File: src/rtl/pcrel_pkg.sv
package pcrel_pkg;
  typedef enum logic [2:0] {
    OP_NONE   = 3'd0,
    OP_AUIPC  = 3'd1,
    OP_JAL    = 3'd2,
    OP_JALR   = 3'd3,
    OP_BRANCH = 3'd4
  } op_e;

  typedef struct packed {
    logic        rd_we;
    logic [31:0] rd_data;
    logic [31:0] npc;
    logic        excp;
    logic [31:0] tval;
  } result_t;
endpackage

File: src/rtl/pcrel_adder.sv
module pcrel_adder #(
  parameter int XLEN       = 32,
  parameter int UIMM_W     = 20,
  parameter int OFF_W      = 21,
  parameter int IMM12_W    = 12,
  parameter int ILEN_BYTES = 4
) (
  input  logic [XLEN-1:0]    pc_i,
  input  logic [UIMM_W-1:0]  imm_u_i,
  input  logic [OFF_W-1:0]   off_i,
  input  logic [IMM12_W-1:0] imm12_i,
  input  logic [XLEN-1:0]    base_i,
  output logic [XLEN-1:0]    seq_pc_o,
  output logic [XLEN-1:0]    upper_sum_o,
  output logic [XLEN-1:0]    rel_tgt_o,
  output logic [XLEN-1:0]    ind_tgt_o
);
  localparam int LOW_W = XLEN - UIMM_W;

  logic [XLEN-1:0] upper_off, rel_off, ind_off, ind_raw;

  always_comb begin
    upper_off = {imm_u_i, {LOW_W{1'b0}}};
    rel_off   = {{(XLEN-OFF_W){off_i[OFF_W-1]}}, off_i};
    ind_off   = {{(XLEN-IMM12_W){imm12_i[IMM12_W-1]}}, imm12_i};
    seq_pc_o    = pc_i + XLEN'(ILEN_BYTES);
    upper_sum_o = pc_i + upper_off;
    rel_tgt_o   = pc_i + rel_off;
    ind_raw     = base_i + ind_off;
    ind_tgt_o   = {ind_raw[XLEN-1:1], 1'b0};
  end
endmodule

File: src/rtl/pcrel_align_chk.sv
module pcrel_align_chk #(
  parameter int XLEN   = 32,
  parameter int IALIGN = 32
) (
  input  logic [XLEN-1:0] tgt_i,
  output logic            mis_o
);
  localparam int LOW_BITS = (IALIGN == 16) ? 1 : 2;

  generate
    if (LOW_BITS == 1) begin : g_half
      assign mis_o = tgt_i[0];
    end else begin : g_word
      assign mis_o = |tgt_i[LOW_BITS-1:0];
    end
  endgenerate
endmodule

File: src/rtl/pcrel_out_reg.sv
module pcrel_out_reg
  import pcrel_pkg::*;
#(
  parameter int XLEN = 32
) (
  input  logic            clk_i,
  input  logic            rst_ni,
  input  logic            valid_i,
  input  result_t         res_i,
  output logic            valid_o,
  output logic            rd_we_o,
  output logic [XLEN-1:0] rd_data_o,
  output logic [XLEN-1:0] npc_o,
  output logic            excp_o,
  output logic [XLEN-1:0] tval_o
);
  always_ff @(posedge clk_i or negedge rst_ni) begin
    if (!rst_ni) begin
      valid_o   <= 1'b0;
      rd_we_o   <= 1'b0;
      rd_data_o <= '0;
      npc_o     <= '0;
      excp_o    <= 1'b0;
      tval_o    <= '0;
    end else if (valid_i) begin
      valid_o   <= 1'b1;
      rd_we_o   <= res_i.rd_we;
      rd_data_o <= res_i.rd_data;
      npc_o     <= res_i.npc;
      excp_o    <= res_i.excp;
      tval_o    <= res_i.tval;
    end else begin
      // idle: drop strobes, hold data
      valid_o <= 1'b0;
      rd_we_o <= 1'b0;
      excp_o  <= 1'b0;
    end
  end
endmodule

File: src/rtl/pcrel_tgt_unit.sv
module pcrel_tgt_unit
  import pcrel_pkg::*;
#(
  parameter int XLEN   = 32,
  parameter int IALIGN = 32
) (
  input  logic        clk_i,
  input  logic        rst_ni,
  input  logic        valid_i,
  input  logic [2:0]  op_i,
  input  logic        taken_i,
  input  logic [31:0] pc_i,
  input  logic [19:0] imm_u_i,
  input  logic [20:0] off_i,
  input  logic [11:0] imm12_i,
  input  logic [31:0] base_i,
  output logic        valid_o,
  output logic        rd_we_o,
  output logic [31:0] rd_data_o,
  output logic [31:0] npc_o,
  output logic        excp_o,
  output logic [31:0] excp_tval_o
);
  localparam int ILEN_BYTES = 4;

  op_e             op;
  logic [XLEN-1:0] seq_pc, upper_sum, rel_tgt, ind_tgt, tgt;
  logic            xfer, link, mis;
  result_t         res;

  assign op = op_e'(op_i);

  pcrel_adder #(
    .XLEN(XLEN), .UIMM_W(20), .OFF_W(21), .IMM12_W(12), .ILEN_BYTES(ILEN_BYTES)
  ) u_add (
    .pc_i       (pc_i),
    .imm_u_i    (imm_u_i),
    .off_i      (off_i),
    .imm12_i    (imm12_i),
    .base_i     (base_i),
    .seq_pc_o   (seq_pc),
    .upper_sum_o(upper_sum),
    .rel_tgt_o  (rel_tgt),
    .ind_tgt_o  (ind_tgt)
  );

  pcrel_align_chk #(.XLEN(XLEN), .IALIGN(IALIGN)) u_align (
    .tgt_i(tgt),
    .mis_o(mis)
  );

  always_comb begin
    tgt  = rel_tgt;
    xfer = 1'b0;
    link = 1'b0;
    unique case (op)
      OP_JAL:    begin xfer = 1'b1; link = 1'b1; end
      OP_JALR:   begin xfer = 1'b1; link = 1'b1; tgt = ind_tgt; end
      OP_BRANCH: xfer = taken_i;
      default:   ;
    endcase
  end

  always_comb begin
    res = '0;
    res.npc = seq_pc;
    if (op == OP_AUIPC) begin
      res.rd_we   = 1'b1;
      res.rd_data = upper_sum;
    end else if (xfer && mis) begin
      // faulting transfer: PC stays, no write
      res.excp = 1'b1;
      res.tval = tgt;
      res.npc  = pc_i;
    end else begin
      if (xfer) res.npc = tgt;
      if (link) begin
        res.rd_we   = 1'b1;
        res.rd_data = seq_pc;
      end
    end
  end

  pcrel_out_reg #(.XLEN(XLEN)) u_reg (
    .clk_i    (clk_i),
    .rst_ni   (rst_ni),
    .valid_i  (valid_i),
    .res_i    (res),
    .valid_o  (valid_o),
    .rd_we_o  (rd_we_o),
    .rd_data_o(rd_data_o),
    .npc_o    (npc_o),
    .excp_o   (excp_o),
    .tval_o   (excp_tval_o)
  );
endmodule

File: config.mk
export PLATFORM = sky130hd
export DESIGN_NAME = pcrel_tgt_unit
export DESIGN_NICKNAME = d
export VERILOG_FILES = /design/src/rtl/pcrel_pkg.sv /design/src/rtl/pcrel_adder.sv /design/src/rtl/pcrel_align_chk.sv /design/src/rtl/pcrel_out_reg.sv /design/src/rtl/pcrel_tgt_unit.sv
export SDC_FILE = /design/constraint.sdc
export NUM_CORES = 1
export LEC_CHECK = 0
export ABC_CLOCK_PERIOD_IN_PS = 2600
export BUFFER_PORTS_ARGS = -buffer_cell sky130_fd_sc_hd__clkbuf_2
export CORE_MARGIN = 8
export CORE_UTILIZATION = 50
export CTS_CLUSTER_DIAMETER = 60
export DETAILED_ROUTE_END_ITERATION = 10
export HOLD_SLACK_MARGIN = 0.08
export PLACE_DENSITY = 0.75
export SYNTH_ARGS = -nofsm -noshare
export SYNTH_HDL_FRONTEND = slang
export SYNTH_SLANG_ARGS = --single-unit
export TNS_END_PERCENT = 5
File: constraint.sdc
create_clock -name clk_i -period 2.6 [get_ports clk_i]
set_clock_uncertainty 0.05 [all_clocks]
set_input_delay 0.39 -clock clk_i [delete_from_list [all_inputs] [get_ports clk_i]]
set_output_delay 0.39 -clock clk_i [all_outputs]
set_load 0.05 [all_outputs]
==> summary.md <==
| Metric | Value |
|---|---|
| Drt wl/cell | 19.0 um |
| Max-slew violations | 0 |
| P_leak | about 6.5 nW |
| Setup Viol. Count Final | 1 |
| Hold Path Class | input pin to flip-flop |
| Worst Setup Path Type | input pin to flip-flop |
| Hold Slack | 270 ps |
| Synth top area cells | dfrtp_1, ha_1, a21oi_1 |
| Htree depth | 3 |
| Synth Register Bits | 99 |
| Synth cell types | 85 |
| Total vias in the final route | ~11000 |
| Max-Cap Viols | 0 |
| Gp weighted congestion | a little under 1 |
| Non-Filler Instances | 1914 |
| DP Area | between 0.01 and 0.015 mm^2 |
| Main flop type after synthesis | dfrtp_1 |
| Clk_lat worst skew | ~370 ps |
| Area delta synth->final | 38.2% |
| Antenna violations before repair | 2 |
| Core Region | 0.0193 mm^2 |
| Worst path bufs/invs | 2 |
| Largest net degree at the start of global routing | 55 |
| First-pass GRT wire length | just under 60000 um |
| Synthesized area | between 0.009 and 0.01 mm^2 |
| Drt via density | between 5 and 6 |
| Failing checks | setup timing |
| Router iterations before antenna repair | 5 |
| Initial Util | between 50 and 60% |
| Final net count | around 1900 |
| Clock root buffer | clkbuf_16 |
| Commonest non-fill, non-tap cells in the layout | buf_4, clkbuf_2, a21oi_1 |
| Fin Setup TNS | -6.99 ps |
| Grt met1 use | 39.8% |
| Pwr dens | around 500 mW/mm^2 |
| Cells along the critical path | clkbuf_2 -> ha_1 -> buf_4 -> a21oi_1 -> o221ai_1 -> nand2_1 -> a311oi_4 -> and3_1 -> nor2_2 -> o21ai_2 -> mux2_2 -> a31oi_1 |
| Yosys top cell area share | roughly a quarter |
| Gr ovfl total | 0 |
| Cell family with most CP delay | compound AO/OA/AOI/OAI gates |
| Final min period | about 2600 ps |
| CTS tree | done |
| M3 GR Usage | under 10% |
| Tcrit/Tclk final | 100% |
| Avg Cell Area, Syn | 7.97 um^2 |
| Final setup margin | -6.99 ps |
| Dominant cell type by area after synthesis | dfrtp_1 |
| Worst vdd ir | ~0.00031 V |
| YS warnings | 0 |
| Final WL | 36400 um |
| Row cnt | around 50 |
| Worst Setup End Kind | flip-flop |
| Fill count | between 1500 and 2000 |
| DP HPWL | 29200 um |
| Gr usage total | 29.9% |
| Synthesized instance count | 1217 |
| Die Area | about 0.024 mm^2 |
| Final Cell Area | around 0.013 mm^2 |
| Fin. Hold Viols | 0 |
| CTS Sinks | 99 |
| Type of origin of the critical path | input pin |
| Port bufs | about 220 |
| Num CTS Buffers | 9 |
| I/O pins | roughly 220 |
| Clock slew at reported path FFs | around 80 ps |
| CP max stage cell | a311oi_4 |
| Fmax | 0.384 GHz |
| Rel. slew slack | 55.2% |
| Ys async rst share | between 90% and 100% |
| Die H | 155 um |
| Placed cells | about 1900 |
| Critical Path AT | between 2000 and 3000 ps |
| Most common cell after layout, fill and taps aside | buf_4 |
| CP max FO | 4 |
| Util after Layout | around 70% |
| Layout cell share with drive strength beyond 1 | 34.7% |
| ANT nets after route | 0 |
| Seq/Total Area, Yosys | 25.5% |
| Unrepaired setup endpoints after global routing | yes |
| Result of the run | complete, but fails checks |
| # DRC | 0 |
| Grt met2 use | a little under half |
| GRT Max-Usage Layer | met2 |
| Crit-path max cell delay | 390 ps |
| DR iter-0 viols | 878 |
| Worst Path Required | roughly 2900 ps |
| EDFF count, synth | 0 |
| Die width | 155 um |
| Syn nets | 1425 |
| Vias in the first global route | about 11000 |
| Bufs on Longest Clock Path | 2 |
| Worst-Margin Slew | around 660 ps |
layout make-up:
class                      count  area [um^2]  area share (%)
multi-input combinational   1028         7120            53.1
clock inverter                 7         80.1           0.597
sequential                    99         2480            18.5
clock buffer                   9          225            1.68
antenna                        2         5.00          0.0373
tap                          265          332            2.47
timing repair buffer         477         3060            22.9
inverter                      27          101           0.756
flip-flops by register name, indices dropped and copies added (netlist names):
register / count
u_reg.excp_o: 1
u_reg.valid_o: 1
u_reg.rd_data_o: 32
u_reg.npc_o: 32
u_reg.rd_we_o: 1
u_reg.tval_o: 32
Yosys cell counts, types with 21 or more instances:
cell type  number
a21o_1         51
o21ai_0        76
nand2_1       102
inv_1          26
and3_1         21
a21oi_1       132
nor2_1        116
ha_1           81
xnor2_1        48
nand3_1        37
nor3_1         25
xor2_1         39
clkbuf_1       54
o2bb2ai_1      25
a31oi_1        26
dfrtp_1        99
stage by stage:
stage	power [mW]	worst slack (ps)
floorplan	3.83	-76.4
global placement	5.07	-455
finish	6.68	-6.99
CTS	6.59	-9.17
global route	7.01	-124
detailed placement	5.13	-481
logic make-up after synthesis:
| logic type | Yosys count | synth area share [%] |
|---|---|---|
| XOR/XNOR | 87 | 7.86 |
| AO/OA/AOI/OAI | 455 | 31.2 |
| flip-flops | 99 | 25.5 |
| AND/OR/NAND/NOR | 389 | 19.3 |
| multiplexers | 13 | 1.41 |
| buffers and inverters | 90 | 3.64 |
| adder cells (fa/ha/maj) | 84 | 11.1 |
routing by layer:
layer / routed length [um] / vias to the layer above / part of all wire (%)
met5: 0 / - / 0
met4: 1130 / 0 / 3.1
met3: 3730 / 81 / 10
met2: 16200 / 583 / 44
met1: 15400 / 5333 / 42
li1: - / 5391 / -
report_power, final:
group | internal [mW] | switching [mW] | leakage (nW)
registers | 1.72 | 0.114 | 1.24
logic | 1.30 | 2.10 | 5.14
clock network | 0.763 | 0.688 | 0.149
total | 3.78 | 2.90 | 6.53
worst paths after layout:
kind | from | endpoint | slack, ps | cells after the start
setup / recovery | pc_i[6] | u_reg.npc_o[28]$_DFFE_PN0P_ | -7 | 12
min in group asynchronous | rst_ni | u_reg.rd_data_o[2]$_DFFE_PN0P_ | 520 | 2
hold reg to reg | u_reg.rd_data_o[14]$_DFFE_PN0P_ | u_reg.rd_data_o[14]$_DFFE_PN0P_ | 430 | 1
setup reg to reg | u_reg.rd_data_o[31]$_DFFE_PN0P_ | u_reg.rd_data_o[31]$_DFFE_PN0P_ | 1530 | 5
hold / removal | valid_i | u_reg.valid_o$_DFF_PN0_ | 270 | 1
max in group asynchronous | rst_ni | u_reg.rd_data_o[31]$_DFFE_PN0P_ | 1240 | 3
timing repair:
item | 4_1_cts | 5_1_grt
hold endpoints to repair | 45 | 0
gates resized for setup | 17 | 41
hold buffers | 1 | 0
endpoints found under the setup margin | 13 | 39
pin swaps | 9 | 16
setup buffers | 0 | 1
Note: power is estimated with default switching activity, not from simulation.
